`src/rtl/flash_poll_pkg.sv`:
```
package flash_poll_pkg;

    typedef enum logic [2:0] {
        S_IDLE    = 3'd0,
        S_POLL    = 3'd1,
        S_RECHECK = 3'd2,
        S_VERIFY  = 3'd3,
        S_DONE    = 3'd4
    } poll_state_t;

endpackage

```
`src/rtl/flash_poll_timer.sv`:
```
module flash_poll_timer #(
    parameter int RD_CYC = 3
) (
    input  logic clk,
    input  logic rst_n,
    input  logic run_i,
    output logic oe_o,
    output logic last_o
);
    localparam int CW = $clog2(RD_CYC + 1);

    logic [CW-1:0] cnt_q;

    always_ff @(posedge clk or negedge rst_n) begin
        if (!rst_n) begin
            cnt_q <= '0;
        end else if (!run_i || last_o) begin
            cnt_q <= '0;
        end else begin
            cnt_q <= cnt_q + 1'b1;
        end
    end

    assign oe_o   = run_i && (cnt_q != '0);
    assign last_o = run_i && (cnt_q == CW'(RD_CYC));

    AST_CNT_BOUND: assert property (@(posedge clk) disable iff (!rst_n)
        cnt_q <= CW'(RD_CYC));

endmodule

```
`src/rtl/flash_poll_eval.sv`:
```
module flash_poll_eval #(
    parameter int DW      = 8,
    parameter int TMO_BIT = 5
) (
    input  logic [DW-1:0] rdata_i,
    input  logic [DW-1:0] expect_i,
    output logic          top_match_o,
    output logic          tmo_set_o
);
    localparam int TOP_BIT = DW - 1;

    assign top_match_o = (rdata_i[TOP_BIT] == expect_i[TOP_BIT]);
    assign tmo_set_o   = rdata_i[TMO_BIT];

endmodule

```
`src/rtl/flash_poll_ctrl.sv`:
```
module flash_poll_ctrl
    import flash_poll_pkg::*;
#(
    parameter int AW      = 17,
    parameter int DW      = 8,
    parameter int RD_CYC  = 3,
    parameter int TMO_BIT = 5
) (
    input  logic          clk,
    input  logic          rst_n,
    input  logic          start_i,
    input  logic [AW-1:0] poll_addr_i,
    input  logic [DW-1:0] expect_i,
    input  logic [DW-1:0] mem_rdata_i,
    output logic [AW-1:0] mem_addr_o,
    output logic          mem_oe_o,
    output logic          busy_o,
    output logic          done_o,
    output logic          pass_o,
    output logic          fail_o,
    output logic [DW-1:0] result_o
);
    poll_state_t   state_q, state_d;
    logic [AW-1:0] addr_q;
    logic [DW-1:0] exp_q;
    logic          reading;
    logic          rd_last;
    logic          top_ok;
    logic          tmo_set;
    logic          accept;

    assign reading = (state_q == S_POLL) || (state_q == S_RECHECK) ||
                     (state_q == S_VERIFY);
    assign accept  = (state_q == S_IDLE) && start_i;

    flash_poll_timer #(.RD_CYC(RD_CYC)) u_timer (
        .clk    (clk),
        .rst_n  (rst_n),
        .run_i  (reading),
        .oe_o   (mem_oe_o),
        .last_o (rd_last)
    );

    flash_poll_eval #(.DW(DW), .TMO_BIT(TMO_BIT)) u_eval (
        .rdata_i     (mem_rdata_i),
        .expect_i    (exp_q),
        .top_match_o (top_ok),
        .tmo_set_o   (tmo_set)
    );

    // State register
    always_ff @(posedge clk or negedge rst_n) begin
        if (!rst_n) begin
            state_q <= S_IDLE;
        end else begin
            state_q <= state_d;
        end
    end

    // Transitions
    always_comb begin
        state_d = state_q;
        unique case (state_q)
            S_IDLE: begin
                if (start_i) state_d = S_POLL;
            end
            S_POLL: begin
                if (rd_last) begin
                    if (top_ok)       state_d = S_VERIFY;
                    else if (tmo_set) state_d = S_RECHECK;
                    else              state_d = S_POLL;
                end
            end
            S_RECHECK: begin
                if (rd_last) state_d = top_ok ? S_VERIFY : S_DONE;
            end
            S_VERIFY: begin
                if (rd_last) state_d = S_DONE;
            end
            S_DONE: begin
                state_d = S_IDLE;
            end
            default: state_d = S_IDLE;
        endcase
    end

    // Registered outputs and run context
    always_ff @(posedge clk or negedge rst_n) begin
        if (!rst_n) begin
            addr_q   <= '0;
            exp_q    <= '0;
            pass_o   <= 1'b0;
            fail_o   <= 1'b0;
            result_o <= '0;
        end else begin
            if (accept) begin
                addr_q <= poll_addr_i;
                exp_q  <= expect_i;
                pass_o <= 1'b0;
                fail_o <= 1'b0;
            end
            if (rd_last && (state_q == S_RECHECK) && !top_ok) begin
                fail_o   <= 1'b1;
                result_o <= mem_rdata_i;
            end
            if (rd_last && (state_q == S_VERIFY)) begin
                pass_o   <= 1'b1;
                result_o <= mem_rdata_i;
            end
        end
    end

    assign mem_addr_o = addr_q;
    assign busy_o     = (state_q != S_IDLE);
    assign done_o     = (state_q == S_DONE);

    AST_ADDR_HELD: assert property (@(posedge clk) disable iff (!rst_n)
        (busy_o && $past(busy_o)) |-> $stable(mem_addr_o));
    AST_SAMPLE_UNDER_OE: assert property (@(posedge clk) disable iff (!rst_n)
        rd_last |-> mem_oe_o);
    AST_FAIL_FROM_RECHECK: assert property (@(posedge clk) disable iff (!rst_n)
        $rose(fail_o) |-> $past(state_q == S_RECHECK));
    AST_PASS_FROM_VERIFY: assert property (@(posedge clk) disable iff (!rst_n)
        $rose(pass_o) |-> $past(state_q == S_VERIFY));
    AST_DONE_PULSE: assert property (@(posedge clk) disable iff (!rst_n)
        done_o |=> !done_o);
    AST_ONE_VERDICT: assert property (@(posedge clk) disable iff (!rst_n)
        !(pass_o && fail_o));
    AST_VERDICT_HELD: assert property (@(posedge clk) disable iff (!rst_n)
        !$stable(pass_o) |-> (done_o || $past(start_i && !busy_o)));
    AST_BUSY_START_IGNORED: assert property (@(posedge clk) disable iff (!rst_n)
        ($past(start_i && busy_o) && busy_o) |-> $stable(mem_addr_o));

endmodule

```
`config.mk`:
```
export PLATFORM = sky130hd
export DESIGN_NAME = flash_poll_ctrl
export DESIGN_NICKNAME = d
export VERILOG_FILES = /design/src/rtl/flash_poll_pkg.sv /design/src/rtl/flash_poll_timer.sv /design/src/rtl/flash_poll_eval.sv /design/src/rtl/flash_poll_ctrl.sv
export SDC_FILE = /design/constraint.sdc
export NUM_CORES = 1
export LEC_CHECK = 0
export ABC_AREA = 1
export ABC_CLOCK_PERIOD_IN_PS = 1400
export BUFFER_PORTS_ARGS = -buffer_cell sky130_fd_sc_hd__buf_4
export CAP_MARGIN = 40
export CORE_ASPECT_RATIO = 1.25
export CORE_MARGIN = 2
export CORE_UTILIZATION = 46
export DETAILED_ROUTE_END_ITERATION = 8
export HOLD_SLACK_MARGIN = 0.08
export PLACE_DENSITY_LB_ADDON = 0.05
export RECOVER_POWER = 25
export SLEW_MARGIN = 20
export SYNTH_ARGS = -nofsm -noshare
export SYNTH_HDL_FRONTEND = slang
export SYNTH_SLANG_ARGS = --single-unit
```
`constraint.sdc`:
```
create_clock -name clk -period 1.4 [get_ports clk]
set_input_delay 0.42 -clock clk [delete_from_list [all_inputs] [get_ports clk]]
set_output_delay 0.42 -clock clk [all_outputs]
set_load 0.05 [all_outputs]
```
== Word level (Yosys, flattened, before mapping) ==
Index checks and enable logic that the tools add are counted.

* $add $sub $neg: 1
* $mul: 0
* Div/mod/pow operators: 0
* Order comparisons: 0
* Equal/unequal tests: 10
* Shifts and indexed selects: 0
* Mux-type cells: 14
* Bitwise gates (word level): 0
* Reduce and logical (&&, ||, !) cells: 18

{| class="wikitable"
|+ Operator list
! kind !! count
|-
| $mux W8 || 2
|-
| $mux W3 || 5
|-
| $pmux W3 S4 || 1
|-
| $ne A2 B2 Y1 const B || 4
|-
| $reduce_bool A2 Y1 || 4
|-
| $eq A3 B2 Y1 const B || 2
|-
| $logic_and A1 B1 Y1 || 6
|-
| $mux W2 || 3
|-
| $reduce_and A4 Y1 || 1
|-
| $eq A3 B1 Y1 const B || 1
|-
| $eq A3 B3 Y1 const B || 1
|-
| $logic_not A3 Y1 || 1
|-
| $logic_or A1 B1 Y1 || 3
|-
| $mux W1 || 3
|-
| $reduce_bool A3 Y1 || 1
|-
| $add A2 B1 Y2 const B || 1
|-
| $eq A2 B2 Y1 const B || 1
|-
| $logic_not A1 Y1 || 2
|-
| $eq A1 B1 Y1 || 1
|}

* Flip-flop bits (word level): 40
* Latch bits: 0
* Memory bits (writable): 0
* Memory bits (read-only): 0
* Input port bits: 36
* Output and inout bits: 30
* Word-level logic and storage cells: 50
* Memories kept: 0

== Depth between registers and ports, before layout ==
* Depth in word-level cells: 8
* Depth in mapped cells: 8
* Mapped depth without buffers: 8

== Hierarchy ==
A second synthesis with hierarchy kept.

* Cells, all modules: 203
* Area, all modules: 1755.4 um2

{| class="wikitable"
|+ Modules (own cells, without submodules)
! module !! instances !! cells each !! area each (um2)
|-
| flash_poll_ctrl || 1 || 182 || 1612.8
|-
| flash_poll_timer || 1 || 15 || 116.4
|-
| flash_poll_eval || 1 || 6 || 26.3
|}

== Worst setup path before layout ==
Ideal clock, no wire load.

* Path type: register to output
* From: reg u_timer.cnt_q[0]
* To: out mem_oe_o
* Arrival: 1662 ps
* Path slack: -682 ps
* Cell stages (with the launch flop): 4
* Path buffers: 0
* Path through: dfrtp_1 inv_1 ha_1 nor3_1

* Word-level cells in the longest chain between the ends: 2

{| class="wikitable"
|+ Ends and longest elaborated chain
! item !! line !! RTL
|-
| start, declared || flash_poll_timer.sv:12 || <nowiki>logic [CW-1:0] cnt_q;</nowiki>
|-
| start signal, assigned || flash_poll_timer.sv:20 || <nowiki>cnt_q <= cnt_q + 1'b1;</nowiki>
|-
| $reduce_bool A2 Y1 || flash_poll_timer.sv:24 || <nowiki>assign oe_o = run_i && (cnt_q != '0);</nowiki>
|-
| $logic_and A1 B1 Y1 || flash_poll_timer.sv:24 ||
|-
| end, declared || flash_poll_ctrl.sv:16 || <nowiki>output logic mem_oe_o,</nowiki>
|}

Every way passes these cells.

== Worst setup path after layout ==
* From: reg state_q[0]
* To: out done_o

* Word-level cells in the longest chain between the ends: 1

{| class="wikitable"
|+ Ends and longest elaborated chain
! item !! line !! RTL
|-
| start, declared || flash_poll_ctrl.sv:23 || <nowiki>poll_state_t state_q, state_d;</nowiki>
|-
| start signal, assigned || flash_poll_ctrl.sv:56 || <nowiki>state_q <= state_d;</nowiki>
|-
| $eq A3 B3 Y1 || flash_poll_ctrl.sv:115 || <nowiki>assign done_o = (state_q == S_DONE);</nowiki>
|-
| end, declared || flash_poll_ctrl.sv:18 || <nowiki>output logic done_o,</nowiki>
|}

Every way passes these cells.

==> impl_summary.txt <==
----------------------------------------------------
[Run status]
  Run status ... complete, but fails checks
  Violated checks ... negative setup slack

[Clock tree]
  Clock-pin slew of the registers on the worst-case setup and hold paths ... 0.10 ns
  Htree depth ... 2
  Clock latency on the worst-skew pair ... 0.34 ns
  Clock buffers created by TritonCTS ... 5
  Number of sinks on the clock net ... 33
  Clock tree from TritonCTS ... done
  Root buffer selected by CTS ... sky130_fd_sc_hd__clkbuf_4
  Maximum number of buffers from clock root to sink ... 2

[Run]
  Total of max-cap violations ... 0

[Setup path]
  Worst R2R Setup Slack ... -0.06 ns
  Critical path launch point type ... flop
  CP max stage cell ... sky130_fd_sc_hd__dfrtp_1
  Arrival @ worst endpoint ... 1.25 ns
  Path depth of the worst reg2reg path ... 7
  Critical path class ... reg2out
  Critical path required time ... 0.98 ns
  Largest incremental delay on the critical path ... 0.42 ns
  Cell Chain, Critical Path ... nor2_4 > inv_2 > nor2_4 > buf_6
  Most numerous cell on the critical path ... sky130_fd_sc_hd__nor2_4
  Reg-to-reg critical path endpoint ... mem_addr_o[3]
  Launch instance of the worst register-to-register path ... state_q[0]
  Critical path peak fanout ... 4
  Buffering stage count on the worst path with inverters included ... 2
  Critical Path Sink Type ... output port
  Delay-heaviest family, CP ... flip-flops

[Pwr]
  Switching portion of total power ... 0.501
  Net Sw Power ... 2.90 mW
  Cell internal power dissipation ... 2.88 mW
  Leakage power of the design ... 1.21 nW
  Fraction of power consumed by combinational cells ... 0.589
  Power per Cell Area ... 2750 nW/um^2
  Peak supply drop ... 1.89 mV
  Sequential group share of total power ... 0.282
  Sum of internal, switching and leakage power ... 5.78 mW
  Clock network fraction of design power ... 0.129

[Finish]
  Flip-flop and latch area ... 826 um^2
  Synthesis-to-finish area growth ... 46.8%
  Number of nets in the finished design ... 277
  Filler-free cell count of the finished design ... 276
  Area taken by multi-input logic gates ... 576 um^2
  Layout cell share with drive strength beyond 1 ... 0.375
  Final std cell area, no fill ... 2100 um^2
  Antenna Cells ... 0
  Utilization after layout ... 0.714
  Filler cells ... 225

[Detailed routing]
  Total met3 wirelength after detailed routing ... 206 um
  Routed Wire Length ... 3270 um
  Number of remaining DRC errors ... 0
  Antenna Nets Post-Route ... 0
  Post-detailed-route via-to-cell ratio ... 4.68
  Iteration-0 DRC Markers ... 38
  Wire length on met2 ... 1580 um
  Routed WL per cell ... 11.8 um
  Vias post-DR ... 1293
  Metal-1 WL ... 1440 um
  Top layer in use ... met4
  Length of the first detailed-routing pass in iterations ... 4

[Synth]
  FFs w/ async S/R, synth ... 1.00
  Net count after synthesis ... 203
  Seq cells post-synth ... 33
  Ys flop type ... sky130_fd_sc_hd__dfrtp_1
  Combined area of all synthesized cells ... 1430 um^2
  Most used standard cells in the synthesized netlist ... 88 x sky130_fd_sc_hd__nand2_1, 33 x sky130_fd_sc_hd__dfrtp_1, 12 x sky130_fd_sc_hd__nand3_1
  Leading cell types by total area after synthesis ... sky130_fd_sc_hd__dfrtp_1 58%, sky130_fd_sc_hd__nand2_1 23%, sky130_fd_sc_hd__nand3_1 4.2%, sky130_fd_sc_hd__inv_1 2.4%, sky130_fd_sc_hd__buf_6 2.4%
  Seq/Total Area, Yosys ... 0.576
  Ys Warns ... 0
  Share of the synthesized area in the top cell type ... 0.576
  Gate count of the mapped netlist ... 165
  Number of distinct library cells after synthesis ... 17
  Largest area contributor in the netlist ... sky130_fd_sc_hd__dfrtp_1
  Average size of a mapped cell ... 8.68 um^2
  Most frequent cell after synthesis ... sky130_fd_sc_hd__nand2_1
  Post-synth EDFFs ... 0

[Timing]
  Tcrit/Tclk final ... 1.19
  Worst-margin pin slew ... 0.808 ns
  Unrepaired setup endpoints after global routing ... yes
  Slew HR ... 0.461
  Endpoints failing hold ... 0
  Setup Total Neg Slack ... -1.34 ns
  Max-slew violation count ... 0
  Number of setup violations in the final report ... 30
  Final Hold Slack ... 0.270 ns
  Layout Skew ... 0.00704 ns
  Worst path setup slack after routing ... -0.269 ns
  Final worst path period need ... 1.67 ns
  Maximum clock frequency ... 599 MHz

[Die]
  Top-level I/O count ... 66
  Number of rows created at floorplan ... 22
  Height of the chip ... 66.4 um
  Initial core utilization ... 0.486
  Floorplan die area ... 3580 um^2
  Core area ... 2950 um^2
  Overall die width ... 53.9 um

[GRT]
  Antenna violations before repair ... 0
  Pin count of the biggest net entering global routing ... 34
  Global-route total usage across every layer ... 0.200
  Wire length of the first global-routing pass ... 5150 um
  Number of global-route vias before repair ... 1202
  Total global routing overflow ... 0

[Placement]
  Setup slack after placement ... 0.0253 ns
  Sum of net half-perimeters after detailed placement ... 2220 um
  Port Buffers ... 58
  Post-placement cell area ... 1940 um^2
  Number of placed cells counting well taps ... 261
  Last weighted congestion value of the routability-driven placer ... 0.812

[Worst hold path]
  Terminating pin of the worst hold path ... mem_addr_o[11]
  Start point of the worst min-delay path ... poll_addr_i[11]
  Cell depth of the worst hold path ... 3
  Worst hold path class ... in2reg

----------------------------------------------------
-- cell type report --
| type | instances | share of cell area |
|---|---|---|
| flip-flops and latches | 33 | 0.393 |
| multi-input cells | 120 | 0.274 |
| repair buffers | 67 | 0.246 |
| clock buffers | 7 | 0.0262 |
| inverters | 11 | 0.0232 |
| well taps | 36 | 0.0214 |
| clock inverters | 1 | 0.0143 |
| repair inverters | 1 | 0.00238 |
-- sequential cells by signal (all words and copies together), names as in the netlist --
| register | count |
|---|---|
| exp_q | 1 |
| mem_addr_o | 17 |
| u_timer.cnt_q | 2 |
| pass_o | 1 |
| result_o | 8 |
| fail_o | 1 |
| state_q | 3 |
-- how the worst max path moves through the flow --
stage,from,endpoint,slack (ns),cells after the start
finish,state_q[0],done_o,-0.27,4
floorplan,state_q[0],done_o,-0.04,3
CTS,state_q[1],done_o,-0.31,4
global placement,state_q[0],done_o,0.04,4
global route,state_q[0],done_o,-0.33,4
detailed placement,state_q[0],mem_addr_o[3],0.03,6
-- power groups by stage --
| stage | Clock [mW] | Combinational, mW | Sequential, mW |
|---|---|---|---|
| 3_5_place_dp | 0 | 3.27 | 1.65 |
| 4_1_cts | 0.761 | 3.36 | 1.63 |
| 2_1_floorplan | 0 | 1.02 | 2.92 |
| 5_1_grt | 0.798 | 3.68 | 1.67 |
| 6_report | 0.745 | 3.41 | 1.63 |
| 3_3_place_gp | 0 | 3.21 | 1.63 |
-- repair_timing --
item / in CTS / in global routing
hold endpoints to repair: 33 / 0
cloned: 1 / 2
hold buffers: 1 / 0
resized for setup: 7 / 5
endpoints found under the setup margin: 4 / 34
setup buffers: 1 / 2
pin swaps: 2 / 2
-- tightest hold or removal path: cells and delay by family --
family	cells	cell delay (ns)
buf+inv	1	0.07
simple gates	2	0.08
-- placed cells by master (no fill, tap or decap), drive strengths merged, types with 2 or more instances in the layout --
| master | synthesis | layout |
|---|---|---|
| nand2 | 90 | 92 |
| buf | 3 | 65 |
| dfrtp | 33 | 33 |
| nand3 | 13 | 13 |
| inv | 11 | 10 |
| clkbuf | 0 | 8 |
| nor2 | 6 | 6 |
| nor3 | 3 | 3 |
| nand3b | 2 | 2 |
| clkinv | 0 | 2 |
| ha | 2 | 2 |
-- per-layer routing --
metal	vias to the layer above	global-route usage
li1	662	-
met2	39	0.305
met3	6	0.0747
met1	586	0.257
met4	0	0.0737
met5	-	0
-- logic make-up after synthesis --
kind of cell | Yosys count | share of synthesized area
DFF | 33 | 0.576
and+or+nand+nor | 115 | 0.350
adders and majority gates | 2 | 0.0175
AOI/OAI and AO/OA | 1 | 0.00349
buffers and inverters | 14 | 0.0524
No activity file was read; power rests on OpenSTA's default activity.
